<file path="config.mk">
export PLATFORM = sky130hd
export DESIGN_NAME = ctr_branch_unit
export DESIGN_NICKNAME = d
export VERILOG_FILES = /design/src/rtl/bcu_pkg.sv /design/src/rtl/bcu_decode.sv /design/src/rtl/bcu_resolve.sv /design/src/rtl/bcu_state.sv /design/src/rtl/ctr_branch_unit.sv
export SDC_FILE = /design/constraint.sdc
export NUM_CORES = 1
export LEC_CHECK = 0
export BUFFER_PORTS_ARGS = -buffer_cell sky130_fd_sc_hd__buf_4
export CORE_ASPECT_RATIO = 0.75
export CORE_MARGIN = 1
export CORE_UTILIZATION = 25
export CTS_CLUSTER_DIAMETER = 120
export DETAILED_ROUTE_END_ITERATION = 8
export GPL_ROUTABILITY_DRIVEN = 0
export PLACE_DENSITY_LB_ADDON = 0.15
export SLEW_MARGIN = 0
export SYNTH_ARGS = -nofsm -noshare
export SYNTH_HDL_FRONTEND = slang
export SYNTH_SLANG_ARGS = --single-unit
</file>
<file path="constraint.sdc">
create_clock -name clk -period 3.1 [get_ports clk]
set_clock_uncertainty 0.05 [all_clocks]
set_input_delay 0.155 -clock clk [delete_from_list [all_inputs] [get_ports clk]]
set_output_delay 0.155 -clock clk [all_outputs]
set_load 0.02 [all_outputs]
</file>
<file path="src/rtl/bcu_pkg.sv">
package bcu_pkg;

    localparam int          INSN_W      = 32;
    localparam logic [5:0]  OPC_PRIMARY = 6'd19;
    localparam logic [9:0]  OPC_EXT     = 10'd528;

    // decoded view of one instruction word
    typedef struct packed {
        logic       is_br;
        logic [4:0] ctl;      // ctl[4] is element 0 (MSB-first)
        logic [4:0] sel;
        logic       rsv_nz;
        logic       link;
    } dec_t;

    // registered status of the last accepted word
    typedef struct packed {
        logic is_branch;
        logic taken;
        logic invalid;
        logic reserved;
    } flags_t;

    // pick bit k of a word counted from the MSB
    function automatic logic msb_first_bit(logic [INSN_W-1:0] w, logic [4:0] k);
        return w[5'd31 - k];
    endfunction

endpackage

</file>
<file path="src/rtl/bcu_decode.sv">
module bcu_decode
    import bcu_pkg::*;
(
    input  logic [INSN_W-1:0] instr,
    output dec_t              dec
);

    always_comb begin
        dec.is_br  = (instr[31:26] == OPC_PRIMARY) && (instr[10:1] == OPC_EXT);
        dec.ctl    = instr[25:21];
        dec.sel    = instr[20:16];
        dec.rsv_nz = |instr[15:11];
        dec.link   = instr[0];
    end

endmodule

</file>
<file path="src/rtl/bcu_resolve.sv">
module bcu_resolve
    import bcu_pkg::*;
#(
    parameter int ADDR_W = 32
) (
    input  dec_t              dec,
    input  logic [INSN_W-1:0] cond_reg,
    input  logic [ADDR_W-1:0] pc,
    input  logic [ADDR_W-1:0] cnt,
    output logic              taken,
    output logic              invalid,
    output logic              wr_link,
    output logic [ADDR_W-1:0] seq_pc,
    output logic [ADDR_W-1:0] next_pc
);

    localparam logic [ADDR_W-1:0] STEP = ADDR_W'(4);

    logic cond_ok;
    // hint and element 3 play no part in the outcome; low count bits are dropped
    logic unused_bits;
    assign unused_bits = ^{dec.ctl[1:0], cnt[1:0]};

    always_comb begin
        cond_ok = dec.ctl[4] | (msb_first_bit(cond_reg, dec.sel) == dec.ctl[3]);
        invalid = dec.is_br & ~dec.ctl[2];
        taken   = dec.is_br & ~invalid & cond_ok;
        wr_link = dec.is_br & ~invalid & dec.link;
        seq_pc  = pc + STEP;
        next_pc = taken ? {cnt[ADDR_W-1:2], 2'b00} : seq_pc;
    end

endmodule

</file>
<file path="src/rtl/bcu_state.sv">
module bcu_state
    import bcu_pkg::*;
#(
    parameter int ADDR_W = 32
) (
    input  logic              clk,
    input  logic              rst,
    input  logic              step,
    input  logic [ADDR_W-1:0] next_pc,
    input  logic [ADDR_W-1:0] seq_pc,
    input  logic              wr_link,
    input  flags_t            flags_in,
    input  logic              cnt_load,
    input  logic [ADDR_W-1:0] cnt_load_val,
    output logic [ADDR_W-1:0] pc,
    output logic [ADDR_W-1:0] lr,
    output logic [ADDR_W-1:0] cnt,
    output flags_t            flags
);

    always_ff @(posedge clk) begin
        if (rst) begin
            pc    <= '0;
            lr    <= '0;
            cnt   <= '0;
            flags <= '0;
        end else begin
            if (cnt_load)
                cnt <= cnt_load_val;
            if (step) begin
                pc <= next_pc;
                if (wr_link)
                    lr <= seq_pc;
                flags <= flags_in;
            end else begin
                flags <= '0;
            end
        end
    end

endmodule

</file>
<file path="src/rtl/ctr_branch_unit.sv">
module ctr_branch_unit
    import bcu_pkg::*;
#(
    parameter int ADDR_W = 32
) (
    input  logic              clk,
    input  logic              rst,
    input  logic              instr_valid,
    input  logic [INSN_W-1:0] instr,
    input  logic [INSN_W-1:0] cond_reg,
    input  logic              cnt_load,
    input  logic [ADDR_W-1:0] cnt_load_val,
    output logic [ADDR_W-1:0] pc_o,
    output logic [ADDR_W-1:0] lr_o,
    output logic [ADDR_W-1:0] cnt_o,
    output logic              is_branch_o,
    output logic              taken_o,
    output logic              invalid_o,
    output logic              reserved_o
);

    dec_t              dec;
    flags_t            nxt_flags;
    flags_t            cur_flags;
    logic              taken;
    logic              invalid;
    logic              wr_link;
    logic [ADDR_W-1:0] seq_pc;
    logic [ADDR_W-1:0] next_pc;

    bcu_decode u_dec (
        .instr (instr),
        .dec   (dec)
    );

    bcu_resolve #(.ADDR_W(ADDR_W)) u_res (
        .dec      (dec),
        .cond_reg (cond_reg),
        .pc       (pc_o),
        .cnt      (cnt_o),
        .taken    (taken),
        .invalid  (invalid),
        .wr_link  (wr_link),
        .seq_pc   (seq_pc),
        .next_pc  (next_pc)
    );

    always_comb begin
        nxt_flags.is_branch = dec.is_br;
        nxt_flags.taken     = taken;
        nxt_flags.invalid   = invalid;
        nxt_flags.reserved  = dec.is_br & dec.rsv_nz;
    end

    bcu_state #(.ADDR_W(ADDR_W)) u_st (
        .clk          (clk),
        .rst          (rst),
        .step         (instr_valid),
        .next_pc      (next_pc),
        .seq_pc       (seq_pc),
        .wr_link      (wr_link),
        .flags_in     (nxt_flags),
        .cnt_load     (cnt_load),
        .cnt_load_val (cnt_load_val),
        .pc           (pc_o),
        .lr           (lr_o),
        .cnt          (cnt_o),
        .flags        (cur_flags)
    );

    assign is_branch_o = cur_flags.is_branch;
    assign taken_o     = cur_flags.taken;
    assign invalid_o   = cur_flags.invalid;
    assign reserved_o  = cur_flags.reserved;

endmodule

</file>
==> reports/metrics.yaml <==
finalHoldViolCount: 0
crit_fanout: 8
grt_pass1_wl_mm: 27.0
synth_edf_count: 0
core_area_um2: 19600
p_leak_nw: 3.02
track_usage_pct: 16.5
clk_latency_ns: 0.35
initial_utilization_pct: 25.8
n_antenna_cell: 0
htreeDepth: 3
cap_viol_max_count: 0
cts_tree: "done"
vias: 5004
tns_ns: 0
hold_slack_ns: 0.00526
antenna_left: 0
syn_area_um2: 5060
synthCells: 592
antenna_found_initial: 0
startpoint_type: "flop"
ir_worst_vdd_mv: 0.232
required_ns: 3.34
wl_per_cell_um: 16.7
synth_area_leaders: "dfxtp_1, mux2i_1, nor2_1"
dieArea_um2: 20800
path_cells: "ha_1 -> and4_1 -> nand4_4 -> nor2_4 -> nand2_2 -> or3_4 -> or4_1 -> a21boi_1 -> a311o_1"
r2r_setup_slack_ns: 0.40
outcome: "finished with violations"
yosys_warnings: 0
cts_root_buf: "clkbuf_16"
clkSinkCount: 96
power.density_nw_per_um2: 395
cts_resized: 0
fin_nets: 882
yosysSeqAreaShare_pct: 38.0
synth_cell_type_count: 57
syn_area_per_cell_um2: 8.55
layout_min_cycle_time_ns: 2.70
holdCritPathClass: "input port to flop"
first_pass_iters: 7
ioPinCount: 200
syn2layout_area_growth_pct: 43.0
die_y_um: 125
yosysMostFrequentCell: "dfxtp_1"
setup_viol: 0
cts_setup_buffers: 0
numPortBuffers: 193
drc_errors: 7
synth_top_flop_cell: "dfxtp_1"
placed_area_um2: 6690
crit_type: "flop to flop"
dieWidth_um: 166
slew-limit-headroom_pct: 57.5
rsz0062_at_grt: "false"
pre_cts_slack_ns: 0.390
synth_seq_cells: 96
worstPathArrival_ns: 2.94
max_stage_delay_ns: 0.46
worst_pin_slew_ns: 0.637
design_area_um2: 7240
clk_pin_slew_ns: 0.07
wl_mm: 17.3
max_freq_mhz: 370
grt_max_degree: 56
synthArstFlopShare_pct: 0
drive_gt1_share_pct: 30.1
viasPerCell: 4.82
dp_hpwl_mm: 13.1
row_count: 44
synth_top_area_share_pct: 38.0
slowest_stage: "dfxtp_1"
grt_pass1_vias: 4705
cts_buffers: 9
gr-total-overflow: 0
synth_common_cells: "dfxtp_1, nor2_1, mux2i_1"
clockBufferDepth: 2
post-synth-top-area-cell: "dfxtp_1"
setup_slack_ns: 0.396
first_iter_violations: 314
period_share_pct: 87.2
slew_violations: 0
cp-end-kind: "flop"
failed_checks: "design-rule violations"
==> layout make-up <==
type	count	area, um^2
Clock buffer	10	229
Clock inverter	5	82.6
Multi-Input combinational cell	438	2880
Inverter	9	33.8
Tap cell	253	317
Fill cell	2052	12400
Sequential cell	96	1920
Timing Repair Buffer	227	1770
==> logic make-up after synthesis <==
| kind of cell | synth area share (%) |
|---|---|
| xor gates and xnor gates | 4.50 |
| muxes | 11.3 |
| other | 0.0741 |
| AOI/OAI and AO/OA | 14.9 |
| DFF | 38.0 |
| adders and majority gates | 0.247 |
| and+or+nand+nor | 25.6 |
| buffers and inverters | 5.41 |
==> cell usage in the layout, fill, tap and decap left out, types with 11 or more instances in the layout <==
cell type | netlist | layout
buf_4 | 6 | 203
mux2i_1 | 57 | 57
o21ai_0 | 24 | 24
xor2_1 | 11 | 11
nand3_1 | 30 | 30
and3_1 | 19 | 18
nand2_1 | 45 | 45
dlygate4sd3_1 | 0 | 23
nor2_1 | 80 | 80
xnor2_1 | 15 | 15
o311ai_0 | 18 | 18
nor4b_1 | 13 | 13
a211oi_1 | 30 | 30
dfxtp_1 | 96 | 96
==> layer usage <==
layer  wire (um)  global-route usage [%]
met1        8900                    24.8
met4         172                    3.16
met5           0                       0
met2        7110                    23.5
met3        1140                    4.02
==> critical path: cells and delay by family, from the launching register on <==
kind                     cells  cell delay (ns)
flip-flops                   1             0.46
AO/OA/AOI/OAI                2             0.30
AND/OR/NAND/NOR              6             1.55
adder cells (fa/ha/maj)      1             0.29
==> path summary, 6_finish.rpt <==
path                                         startpoint  cells past startpoint                        to
worst max-delay path            u_st.pc[2]$_SDFFE_PP0P_                      9  u_st.pc[28]$_SDFFE_PP0P_
worst min register to register  u_st.lr[3]$_SDFFE_PP0P_                      2   u_st.lr[3]$_SDFFE_PP0P_
worst min-delay path                    cnt_load_val[2]                      3  u_st.cnt[2]$_SDFFE_PP0P_
worst max register to register  u_st.pc[2]$_SDFFE_PP0P_                      9  u_st.pc[28]$_SDFFE_PP0P_
==> metrics by stage <==
step,power (mW),instances,util (%)
after floorplan,1.49,595,-
after global placement,1.66,1000,34.2
after detailed placement,1.67,1000,34.2
after CTS,2.89,1038,36.9
after global routing,2.96,1038,36.9
final,2.86,1038,36.9
==> repair_timing <==
action                                  in CTS  in global routing
hold buffers                                23                  0
hold endpoints to repair                    23                  0
endpoints found under the setup margin       0                  0
==> registers in the layout (all words and copies together), names as in the netlist <==
register / count
u_st.cnt: 32
u_st.lr: 30
u_st.pc: 30
u_st.flags: 4
==> where the power goes <==
part / internal [mW] / switching (mW) / total (mW)
logic: 0.187 / 0.180 / 0.366
registers: 1.26 / 0.0317 / 1.29
clock network: 0.703 / 0.494 / 1.20
(Power assumes the default switching activity.)
